$ cat config.mk
export PLATFORM = sky130hd
export DESIGN_NAME = sdram_refresh_seq
export DESIGN_NICKNAME = d
export VERILOG_FILES = /design/src/rtl/sdram_ref_pkg.sv /design/src/rtl/refresh_timer.sv /design/src/rtl/refresh_fsm.sv /design/src/rtl/refresh_cmd_enc.sv /design/src/rtl/sdram_refresh_seq.sv
export SDC_FILE = /design/constraint.sdc
export NUM_CORES = 1
export LEC_CHECK = 0
export BUFFER_PORTS_ARGS = -buffer_cell sky130_fd_sc_hd__clkbuf_2
export CORE_AREA = 2 2 39 41
export CTS_BUF_LIST = sky130_fd_sc_hd__clkbuf_8
export CTS_CLUSTER_SIZE = 30
export DETAILED_ROUTE_END_ITERATION = 7
export DIE_AREA = 0 0 41 43
export MAX_ROUTING_LAYER = met4
export PLACE_DENSITY = 0.66
export SLEW_MARGIN = 15
export SYNTH_ARGS = -nofsm -noshare
export SYNTH_HDL_FRONTEND = slang
export SYNTH_SLANG_ARGS = --single-unit
$ cat constraint.sdc
create_clock -name clk -period 2.51 [get_ports clk]
set_input_delay 0.502 -clock clk [delete_from_list [all_inputs] [get_ports clk]]
set_output_delay 0.502 -clock clk [all_outputs]
set_load 0.02 [all_outputs]
$ cat src/rtl/sdram_ref_pkg.sv
`timescale 1ns/1ps
// Package: shared state encoding and command codes for the refresh sequencer.
// Assumes a single-rank command bus with active-low strobes.
package sdram_ref_pkg;

    typedef enum logic [2:0] {
        ST_IDLE     = 3'd0,
        ST_PREA     = 3'd1,
        ST_WAIT_RP  = 3'd2,
        ST_AREF     = 3'd3,
        ST_WAIT_RFC = 3'd4,
        ST_SRE      = 3'd5,
        ST_SELF     = 3'd6,
        ST_WAIT_SRX = 3'd7
    } seq_state_t;

    typedef struct packed {
        logic cs_n;
        logic ras_n;
        logic cas_n;
        logic we_n;
    } bus_cmd_t;

    localparam bus_cmd_t CMD_NOP  = '{cs_n: 1'b0, ras_n: 1'b1, cas_n: 1'b1, we_n: 1'b1};
    localparam bus_cmd_t CMD_PREA = '{cs_n: 1'b0, ras_n: 1'b0, cas_n: 1'b1, we_n: 1'b0};
    localparam bus_cmd_t CMD_REFR = '{cs_n: 1'b0, ras_n: 1'b0, cas_n: 1'b0, we_n: 1'b1};

endpackage

$ cat src/rtl/refresh_timer.sv
`timescale 1ns/1ps
// Module: refresh_timer
// One shared down-counter for every timing wait. A load sets the count,
// which then falls by one each cycle until it reaches zero.
// Assumes the caller loads only when entering a wait state.
module refresh_timer #(
    parameter int CNT_W = 4
) (
    input  logic             clk,
    input  logic             rst_n,
    input  logic             load,
    input  logic [CNT_W-1:0] load_val,
    output logic             done
);

    logic [CNT_W-1:0] cnt_q;

    // Count register: load, else decrement until zero.
    always_ff @(posedge clk) begin
        if (!rst_n) begin
            cnt_q <= '0;
        end else if (load) begin
            cnt_q <= load_val;
        end else if (cnt_q != '0) begin
            cnt_q <= cnt_q - 1'b1;
        end
    end

    // Wait is over when the count has run out.
    always_comb done = (cnt_q == '0);

endmodule

$ cat src/rtl/refresh_fsm.sv
`timescale 1ns/1ps
// Module: refresh_fsm
// Sequences precharge-all, auto-refresh, self-refresh entry and exit, and
// works out the timer load for each wait. When a wait ends, the access path
// may issue its next command in the following idle cycle.
// Assumes T_RP >= 2 and T_RFC >= 2, with T_SREX >= 0.
module refresh_fsm
    import sdram_ref_pkg::*;
#(
    parameter int T_RP   = 3,
    parameter int T_RFC  = 6,
    parameter int T_SREX = 2,
    parameter int CNT_W  = 4
) (
    input  logic             clk,
    input  logic             rst_n,
    input  logic             ref_req,
    input  logic             sr_enter_req,
    input  logic             sr_exit_req,
    input  logic             banks_idle,
    input  logic             tmr_done,
    output logic             tmr_load,
    output logic [CNT_W-1:0] tmr_val,
    output seq_state_t       state,
    output logic             busy
);

    // Wait states that follow a command hold for (T-1) cycles.
    // The exit wait starts on the first cycle with CKE high and lasts the full sum.
    localparam logic [CNT_W-1:0] RP_LD  = CNT_W'(T_RP - 2);
    localparam logic [CNT_W-1:0] RFC_LD = CNT_W'(T_RFC - 2);
    localparam logic [CNT_W-1:0] SRX_LD = CNT_W'(T_RFC + T_SREX - 1);

    seq_state_t state_q, state_d;
    logic       to_self_q, to_self_d;

    // Next-state, target and timer-load decisions.
    always_comb begin
        state_d   = state_q;
        to_self_d = to_self_q;
        tmr_load  = 1'b0;
        tmr_val   = '0;
        unique case (state_q)
            ST_IDLE: begin
                if (ref_req) begin
                    to_self_d = 1'b0;
                    state_d   = banks_idle ? ST_AREF : ST_PREA;
                end else if (sr_enter_req) begin
                    to_self_d = 1'b1;
                    state_d   = banks_idle ? ST_SRE : ST_PREA;
                end
            end
            ST_PREA: begin
                state_d  = ST_WAIT_RP;
                tmr_load = 1'b1;
                tmr_val  = RP_LD;
            end
            ST_WAIT_RP: begin
                if (tmr_done) state_d = to_self_q ? ST_SRE : ST_AREF;
            end
            ST_AREF: begin
                state_d  = ST_WAIT_RFC;
                tmr_load = 1'b1;
                tmr_val  = RFC_LD;
            end
            ST_WAIT_RFC: begin
                if (tmr_done) state_d = ST_IDLE;
            end
            ST_SRE: begin
                state_d = ST_SELF;
            end
            ST_SELF: begin
                if (sr_exit_req) begin
                    state_d  = ST_WAIT_SRX;
                    tmr_load = 1'b1;
                    tmr_val  = SRX_LD;
                end
            end
            ST_WAIT_SRX: begin
                if (tmr_done) state_d = ST_IDLE;
            end
            default: state_d = ST_IDLE;
        endcase
    end

    // State and pending-target registers.
    always_ff @(posedge clk) begin
        if (!rst_n) begin
            state_q   <= ST_IDLE;
            to_self_q <= 1'b0;
        end else begin
            state_q   <= state_d;
            to_self_q <= to_self_d;
        end
    end

    // Busy from the accepting cycle through the final wait.
    always_comb begin
        state = state_q;
        busy  = (state_q != ST_IDLE) || ref_req || sr_enter_req;
    end

endmodule

$ cat src/rtl/refresh_cmd_enc.sv
`timescale 1ns/1ps
// Module: refresh_cmd_enc
// Decodes the sequencer state into the command pins, CKE and A10.
// Assumes NOP on every state that issues no command.
module refresh_cmd_enc
    import sdram_ref_pkg::*;
(
    input  seq_state_t state,
    output logic       cs_n,
    output logic       ras_n,
    output logic       cas_n,
    output logic       we_n,
    output logic       cke,
    output logic       a10
);

    bus_cmd_t cmd;

    // Command code and CKE level for each state.
    always_comb begin
        cmd = CMD_NOP;
        a10 = 1'b0;
        cke = 1'b1;
        case (state)
            ST_PREA: begin
                cmd = CMD_PREA;
                a10 = 1'b1;
            end
            ST_AREF: cmd = CMD_REFR;
            ST_SRE: begin
                cmd = CMD_REFR;
                cke = 1'b0;
            end
            ST_SELF: cke = 1'b0;
            default: cmd = CMD_NOP;
        endcase
        {cs_n, ras_n, cas_n, we_n} = cmd;
    end

endmodule

$ cat src/rtl/sdram_refresh_seq.sv
`timescale 1ns/1ps
// Module: sdram_refresh_seq (top)
// Refresh command sequencer for a single-rank SDRAM command bus.
// Assumes the access path drives banks_idle only once its precharges have
// met tRP, and that it keeps off the bus while busy is high.
module sdram_refresh_seq
    import sdram_ref_pkg::*;
#(
    parameter int T_RP   = 3,
    parameter int T_RFC  = 6,
    parameter int T_SREX = 2
) (
    input  logic clk,
    input  logic rst_n,
    input  logic ref_req,
    input  logic sr_enter_req,
    input  logic sr_exit_req,
    input  logic banks_idle,
    output logic cs_n,
    output logic ras_n,
    output logic cas_n,
    output logic we_n,
    output logic cke,
    output logic a10,
    output logic busy
);

    localparam int CNT_W = $clog2(T_RP + T_RFC + T_SREX + 1);

    seq_state_t       state;
    logic             tmr_load;
    logic             tmr_done;
    logic [CNT_W-1:0] tmr_val;

    refresh_fsm #(
        .T_RP(T_RP), .T_RFC(T_RFC), .T_SREX(T_SREX), .CNT_W(CNT_W)
    ) u_fsm (
        .clk(clk), .rst_n(rst_n),
        .ref_req(ref_req), .sr_enter_req(sr_enter_req),
        .sr_exit_req(sr_exit_req), .banks_idle(banks_idle),
        .tmr_done(tmr_done), .tmr_load(tmr_load), .tmr_val(tmr_val),
        .state(state), .busy(busy)
    );

    refresh_timer #(.CNT_W(CNT_W)) u_tmr (
        .clk(clk), .rst_n(rst_n),
        .load(tmr_load), .load_val(tmr_val), .done(tmr_done)
    );

    refresh_cmd_enc u_enc (
        .state(state),
        .cs_n(cs_n), .ras_n(ras_n), .cas_n(cas_n), .we_n(we_n),
        .cke(cke), .a10(a10)
    );

endmodule

# After elaboration in Yosys (flattened, before gate mapping)
# Index checks and enable logic that the tools add are counted.
# classes
n_eq_ne	11
n_addsub	1
mux	20
n_reduce_logical	14
# ops
operator	count
$mux W3	8
$pmux W3 S7	1
$eq A3 B3 Y1 const B	4
$pmux W4 S3	1
$mux W4	2
$reduce_or A2 Y1	4
$eq A3 B2 Y1 const B	2
$pmux W3 S2	1
$mux W1	5
$logic_not A4 Y1	1
$ne A2 B2 Y1 const B	2
$reduce_and A4 Y1	1
$reduce_bool A2 Y1	2
$reduce_bool A4 Y1	1
$sub A4 B1 Y4 const B	1
$eq A3 B1 Y1 const B	1
$logic_not A3 Y1	1
$ne A3 B3 Y1 const B	1
$reduce_bool A3 Y1	1
$logic_or A1 B1 Y1	2
$mux W2	1
$ne A2 B1 Y1 const B	1
$pmux W1 S2	1
$reduce_and A2 Y1	1
# word_totals
register_bits	8
input_bits	6
elab_cells	49

# Depth between registers and ports, before layout
# Gate-level depths: netlist of the first run.
# depth
depth_word	4
depth_mapped	6

# Modules after synthesis
# A second synthesis of the first run with hierarchy kept.
# hier_totals
cells_unflattened	82
hier_area_um2	673.1
# modules_own_cells
module	area_per_inst_um2	instances	cells_per_inst
refresh_fsm	386.6	1	49
refresh_timer	230.2	1	23
refresh_cmd_enc	56.3	1	10

# Least setup slack after synthesis of the first run
# No wires, ideal clock.
# synth_path
path_kind	flip-flop to output port
start	reg u_fsm.state_q[2], in the netlist u_fsm.state[2]
end	out a10
t_arrival_ps	1121
t_required_ps	2008
stages_incl_launch_ff	6
setup_slack_ps	887
path_cell_list	dfxtp_1 buf_6 clkbuf_1 nor2_1 nand2_1 inv_1
# synth_via
elab_chain_cells	2
# synth_lines
element	line	text
from (decl)	refresh_fsm.sv:34	seq_state_t state_q, state_d;
from (signal assigned)	refresh_fsm.sv:92	state_q <= state_d;
$eq A3 B1 Y1	refresh_cmd_enc.sv:24	case (state)
$mux W1	refresh_cmd_enc.sv:24	
to (decl)	sdram_refresh_seq.sv:24	output logic a10,
# No other way between the ends.

# Worst setup path in the final report of the first run
# layout_path
start	reg u_fsm.state_q[0], in the netlist u_fsm.state[0]
end	out cke
# layout_via
elab_chain_cells	3
elab_cells_between_ends	4
# layout_lines
element	line	text
$eq A3 B3 Y1	refresh_cmd_enc.sv:24	
$reduce_or A2 Y1 (no line) (*)	--	
$mux W1 (*)	refresh_cmd_enc.sv:24	
to (decl)	sdram_refresh_seq.sv:23	output logic cke,
# Every way passes the cells marked *; elsewhere a longest branch is shown, timed or not.

==> flow_summary_export.csv, run 1 <==
group,metric,value,unit
grt,grt_max_degree,20,
grt,grt_overflow,0,
synth,synth_ff_type,"dfxtp_1",
route,drc_errors,0,
synth,synth-seq-area-share,0.268,
finish,nFillCells,150,
die,die_x,41,um
setup_path,crit_arrival,1460,ps
clock_tree,clock_latency,230,ps
timing,worst_slack,552,ps
setup_path,critPathMaxFanout,17,
hold_path,min-delay-start,"ref_req",
finish,nets,93,
clock_tree,cts_hold_buf,0,
clock_tree,clockBufferDepth,2,
timing,tightest_slew,583,ps
timing,rsz0062_at_grt,"false",
route,wire_per_inst,12.1,um
power_and_ir_drop,total_power,0.000971,W
power_and_ir_drop,powerDensity,1440,mW/mm2
clock_tree,cts_tree,"done",
die,die_h,43,um
timing,setup_tns,0,ps
synth,synth_edf_count,0,
finish,seqCellArea,160,um2
status,status,"complete, no violations",
route,wirelength,1210,um
grt,grt_usage,0.175,
setup_path,rr_endpoint,"u_fsm.state[2]",
placement,pre_cts_ws,806,ps
synth,yosysUniqueCellTypes,38,
die,fp-row-count,14,
clock_tree,path_clk_slew,40,ps
hold_path,hold_end,"u_fsm.to_self_q",
setup_path,required,2010,ps
die,die-area,0.00176,mm2
finish,final_cell_mix,"clkbuf_2 (11), nand2_1 (9), dfxtp_1 (8)",
hold_path,hp-class,"input pin to flip-flop",
grt,grt_pass1_vias,455,
power_and_ir_drop,irDropWorstVdd,0.000721,V
timing,fmax,511,MHz
setup_path,crit_type,"flip-flop to output pin",
clock_tree,cts_buffers,3,
setup_path,startpoint_type,"flip-flop",
route,dr.pass1.iters,4,
placement,place.gp.congestion,0.818,
timing,finalCriticalPeriod,1960,ps
clock_tree,htreeDepth,1,
finish,final_common_cell,"clkbuf_2",
placement,hpwl,870,um
setup_path,r2r_start,"u_tmr.cnt_q[0]",
clock_tree,cts.repair.resized,0,
route,first_iter_violations,15,
clock_tree,cts_sinks,8,
timing,worst_slew_margin_rel,0.611,
synth,async_flop_share,0,
timing,setup_viol,0,
synth,ys_seq_elements,8,
setup_path,cp-end-kind,"output pin",
die,start_util,0.432,
grt,antenna_found_initial,0,
route,antenna_left,0,
finish,drive_above_1_share,0.179,
timing,final.period_utilization,0.780,
synth,syn_avg_cell_area,7.77,um2
route,vias,549,
finish,synthToLayoutAreaGrowth,13.0,%
clock_tree,cts_root_buf,"clkbuf_8",
grt,grt_pass1_wl,1970,um
timing,report.final.slew_viol_count,0,
power_and_ir_drop,p_leak,0.316,nW
placement,post-place-cells,97,
synth,synth_area,598,um2
run,max_cap_viol_count,0,
route,via_per_inst,5.49,
clock_tree,post_cts_buffers,0,
finish,fin_cells,100,
setup_path,r2r_cells,6,
finish,multiInputGateArea,373,um2
setup_path,r2r_setup_slack,840,ps
placement,io_buffer_count,11,
synth,synth_warnings,0,
finish,n_antenna_cell,0,
die,ioPinCount,13,
synth,synthCells,77,
timing,clock_skew,1.15,ps
hold_path,whs_path_depth,2,
die,core_area,0.00138,mm2
synth,syn_nets,84,
timing,hold_viol_final,0,
[logic make-up (layout without fill, tap and decap cells)]
logic type | after synthesis | after routing | synth area share
other cells | 1 | 1 | 0.00627
xor+xnor | 3 | 3 | 0.0439
fa+ha+maj | 1 | 1 | 0.0209
buf+inv | 14 | 21 | 0.109
mux | 3 | 3 | 0.0502
flops | 8 | 8 | 0.268
simple gates | 29 | 29 | 0.266
compound gates | 18 | 18 | 0.236
[power breakdown]
| group | leakage, nW | switching [W] | internal [W] |
|---|---|---|---|
| logic | 0.228 | 0.000271 | 0.000244 |
| registers | 0.0662 | 0.000118 | 0.000182 |
| clock network | 0.0216 | 0.0000514 | 0.000104 |
| total | 0.316 | 0.000441 | 0.000531 |
[worst max-delay path: stages (launching register included)]
cell	delay, ps
dfxtp_1	640
xor2_1	180
and2_1	180
inv_1	70
clkbuf_2	150
[per-stage QoR]
step	instance area (um2)	utilization	hold slack (ps)
final	676	0.488	514
after detailed placement	634	0.458	532
after CTS	676	0.488	516
after global routing	676	0.488	525
after floorplan	598	-	500
after global placement	634	0.458	535
[state kept, by name, summed over array words and instances, names as in the netlist]
| register | count |
|---|---|
| u_tmr.cnt_q | 4 |
| u_fsm.state | 3 |
| u_fsm.to_self_q | 1 |
[layer usage]
metal  GRT usage  vias up  wire, um
met5           -        -         0
met4      0.0800        0        13
met3      0.0785        2        52
met2       0.222        8       548
met1       0.231      252       595
li1            -      287         -
[worst max-delay path by stage]
stage / startpoint / endpoint / slack (ps) / cells after the start
after floorplan: u_fsm.state[2] / a10 / 890 / 5
after global placement: u_fsm.state[0] / cke / 800 / 4
after detailed placement: u_fsm.state[0] / cke / 810 / 4
after CTS: u_fsm.state[0] / cke / 550 / 4
after global routing: u_fsm.state[0] / cke / 420 / 4
final: u_fsm.state[0] / cke / 550 / 4
[cells in the mapped netlist (all sizes together), types with 2 or more instances]
| cell | instances | area share |
|---|---|---|
| buf | 3 | 0.040 |
| clkbuf | 4 | 0.025 |
| nand2 | 9 | 0.056 |
| a221o | 2 | 0.033 |
| nor2b | 2 | 0.021 |
| a21oi | 2 | 0.017 |
| mux2i | 3 | 0.050 |
| o21ai | 4 | 0.040 |
| nor2 | 4 | 0.025 |
| nand3b | 2 | 0.025 |
| a211o | 2 | 0.029 |
| nor3 | 2 | 0.017 |
| inv | 7 | 0.044 |
| dfxtp | 8 | 0.27 |
| or3b | 2 | 0.029 |
| xor2 | 2 | 0.029 |
[final cells by class]
type / instances / area share
Sequential cell: 8 / 0.237
Clock buffer: 3 / 0.0611
Multi-Input combinational cell: 55 / 0.552
Inverter: 7 / 0.0389
Tap cell: 16 / 0.0296
Timing Repair Buffer: 11 / 0.0815
No activity file was read; power rests on OpenSTA's default activity.
==> run 2: changes to the inputs <==
--- a/config.mk
+++ b/config.mk
@@ -5,6 +5,7 @@
 export SDC_FILE = /design/constraint.sdc
 export NUM_CORES = 1
 export LEC_CHECK = 0
+export ABC_AREA = 1
 export BUFFER_PORTS_ARGS = -buffer_cell sky130_fd_sc_hd__clkbuf_2
 export CORE_AREA = 2 2 39 41
 export CTS_BUF_LIST = sky130_fd_sc_hd__clkbuf_8
@@ -12,7 +13,7 @@
 export DETAILED_ROUTE_END_ITERATION = 7
 export DIE_AREA = 0 0 41 43
 export MAX_ROUTING_LAYER = met4
-export PLACE_DENSITY = 0.66
+export PLACE_DENSITY = 0.69
 export SLEW_MARGIN = 15
 export SYNTH_ARGS = -nofsm -noshare
 export SYNTH_HDL_FRONTEND = slang
==> constraint.sdc (replaced) <==
create_clock -name clk -period 1.8 [get_ports clk]
set_input_delay 0.36 -clock clk [delete_from_list [all_inputs] [get_ports clk]]
set_output_delay 0.36 -clock clk [all_outputs]
set_load 0.02 [all_outputs]
==> run 2 against run 1 <==
Effect of this change: flip-flop and latch count unchanged; synthesized cell count up 32%; largest cell class unchanged; first-iteration DRC count up 47%; core utilization up 2.6 points; clock-buffer cell count unchanged; via count up 19%; worst hold slack worse by 78 ps; die area unchanged; sequential power up 14%; register-to-register slack worse by 420 ps.
==> flow_summary_export.csv, run 2 <==
group,metric,value,unit
timing,worst_slack,137,ps
synth,synth_ff_type,"dfxtp_1",
power_and_ir_drop,p_leak,0.404,nW
finish,drive_above_1_share,0.235,
finish,nFillCells,133,
synth,syn_avg_cell_area,5.88,um2
timing,clock_skew,3.90,ps
route,antenna_left,0,
setup_path,startpoint_type,"flip-flop",
die,die-area,0.00176,mm2
synth,yosys-top-cells-count,"nand2_1 (25), nor2_1 (19), inv_1 (12)",
route,wirelength,1390,um
synth,syn_nets,109,
clock_tree,cts_sinks,8,
finish,final_cell_mix,"nand2_1 (25), nor2_1 (19), inv_1 (12)",
clock_tree,htreeDepth,1,
route,dr.pass1.iters,4,
timing,report.final.slew_viol_count,0,
timing,rsz0062_at_grt,"false",
clock_tree,clock_latency,230,ps
hold_path,hp-class,"input pin to flip-flop",
finish,synthToLayoutAreaGrowth,18.8,%
setup_path,cp-end-kind,"output pin",
timing,final.period_utilization,0.924,
synth,yosys.area.top_type_share,0.267,
placement,pre_cts_ws,334,ps
clock_tree,cts_hold_buf,0,
placement,place_area,669,um2
route,vias,656,
clock_tree,cts_buffers,3,
die,ioPinCount,13,
route,drc_errors,0,
timing,finalCriticalPeriod,1660,ps
grt,grt_pass1_wl,2360,um
die,start_util,0.433,
setup_path,crit_arrival,1300,ps
synth,synth_edf_count,0,
power_and_ir_drop,irDropWorstVdd,0.000860,V
synth,ys_top_cells_by_area,"dfxtp_1 (27%), nand2_1 (16%), nor2_1 (12%), inv_1 (7.5%), nand3_1 (5.0%)",
finish,largest_reg_flops,4,
timing,setup_viol,0,
grt,grt_max_degree,11,
setup_path,critPathMaxFanout,6,
route,via_per_inst,5.01,
clock_tree,cts_tree,"done",
power_and_ir_drop,powerDensity,2100,mW/mm2
timing,hold_viol_final,0,
synth,async_flop_share,0,
run,max_cap_viol_count,0,
grt,grt_pass1_vias,570,
grt,antenna_found_initial,0,
grt,grt_overflow,0,
finish,registers.top_by_ff_count,"u_tmr.cnt_q",
die,fp-row-count,14,
die,die_x,41,um
status,status,"complete, no violations",
synth,synth_warnings,0,
placement,io_buffer_count,11,
setup_path,required,1440,ps
die,core_area,0.00138,mm2
clock_tree,clockBufferDepth,2,
grt,grt_usage,0.202,
placement,place.gp.congestion,0.909,
synth,synth_area_leader_cell,"dfxtp_1",
finish,final_common_cell,"nand2_1",
synth,synth-seq-area-share,0.267,
synth,ys_seq_elements,8,
clock_tree,cts_root_buf,"clkbuf_8",
route,wire_per_inst,10.6,um
placement,hpwl,1040,um
timing,setup_tns,0,ps
clock_tree,path_clk_slew,40,ps
synth,yosysUniqueCellTypes,21,
synth,synthCells,102,
route,first_iter_violations,22,
finish,n_antenna_cell,0,
die,die_h,43,um
finish,nets,124,
timing,fmax,601,MHz
synth,synth_area,599,um2
finish,fin_area,712,um2
setup_path,crit_type,"flip-flop to output pin",
synth,post-synth-top-count-cell,"nand2_1",
[run 2: cell count changes after synthesis, sizes merged, moves of 3 or more]
cell    previous run  this run
nand2              9        28
nor2               4        21
inv                7        15
nand3              0         6
clkbuf             4         0
o21ai              4         8
a21oi              2         5
mux2i              3         0
[run 2: cells by family (layout without fill, tap and decap cells)]
logic type	count (synthesis)	after routing	share of synthesized area
and+or+nand+nor	57	57	0.403
buffers and inverters	17	30	0.115
AOI/OAI and AO/OA	16	16	0.159
DFF	8	8	0.267
xor gates and xnor gates	2	2	0.0292
adders and majority gates	1	1	0.0209
other	1	1	0.00626
[run 2: per-stage QoR]
stage          hold WS [ps]  power [W]  utilization  instances
2_1_floorplan           447    0.00105            -        102
3_3_place_gp            470    0.00125        0.484        128
3_5_place_dp            474    0.00125        0.484        128
4_1_cts                 436    0.00149        0.514        131
5_1_grt                 443    0.00163        0.514        131
6_report                436    0.00150        0.514        131
[run 2: worst paths after layout]
kind | slack, ps | cells past startpoint | endpoint | start
max reg2reg | 420 | 7 | u_fsm.state[2] | u_tmr.cnt_q[0]
min | 440 | 3 | u_fsm.state[1] | rst_n
max | 140 | 5 | cas_n | u_fsm.state[0]
min reg2reg | 480 | 2 | u_tmr.cnt_q[1] | u_tmr.cnt_q[1]
[run 2: per-layer routing]
layer  track usage  vias to the layer above  wire, um
met5             -                        -         0
met1         0.254                      293       621
met2         0.294                       13       683
li1              -                      345         -
met4         0.120                        0        35
met3        0.0314                        5        45
[run 2: layout make-up]
cell class,instances,area [um2],share of cell area
Clock buffer,3,41.3,0.0580
Tap cell,16,20.0,0.0281
Timing Repair Buffer,12,62.6,0.0879
Inverter,15,56.3,0.0791
Multi-Input combinational cell,77,370,0.520
Sequential cell,8,161,0.227
[run 2: critical path, stage by stage (launching register included)]
cell and delay (ps):
dfxtp_1 410, inv_1 110, nor2_2 150, nand2_1 120, o21ai_0 90, clkbuf_2 190
[run 2: power by group]
group / switching (W) / internal (W)
clock network: 0.0000767 / 0.000145
registers: 0.0000843 / 0.000259
logic: 0.000610 / 0.000323
total: 0.000771 / 0.000727
[run 2: what timing repair did]
item                                    CTS  global route
endpoints found under the setup margin    0             1
resized for setup                         0             1
buffers inserted                          0             0
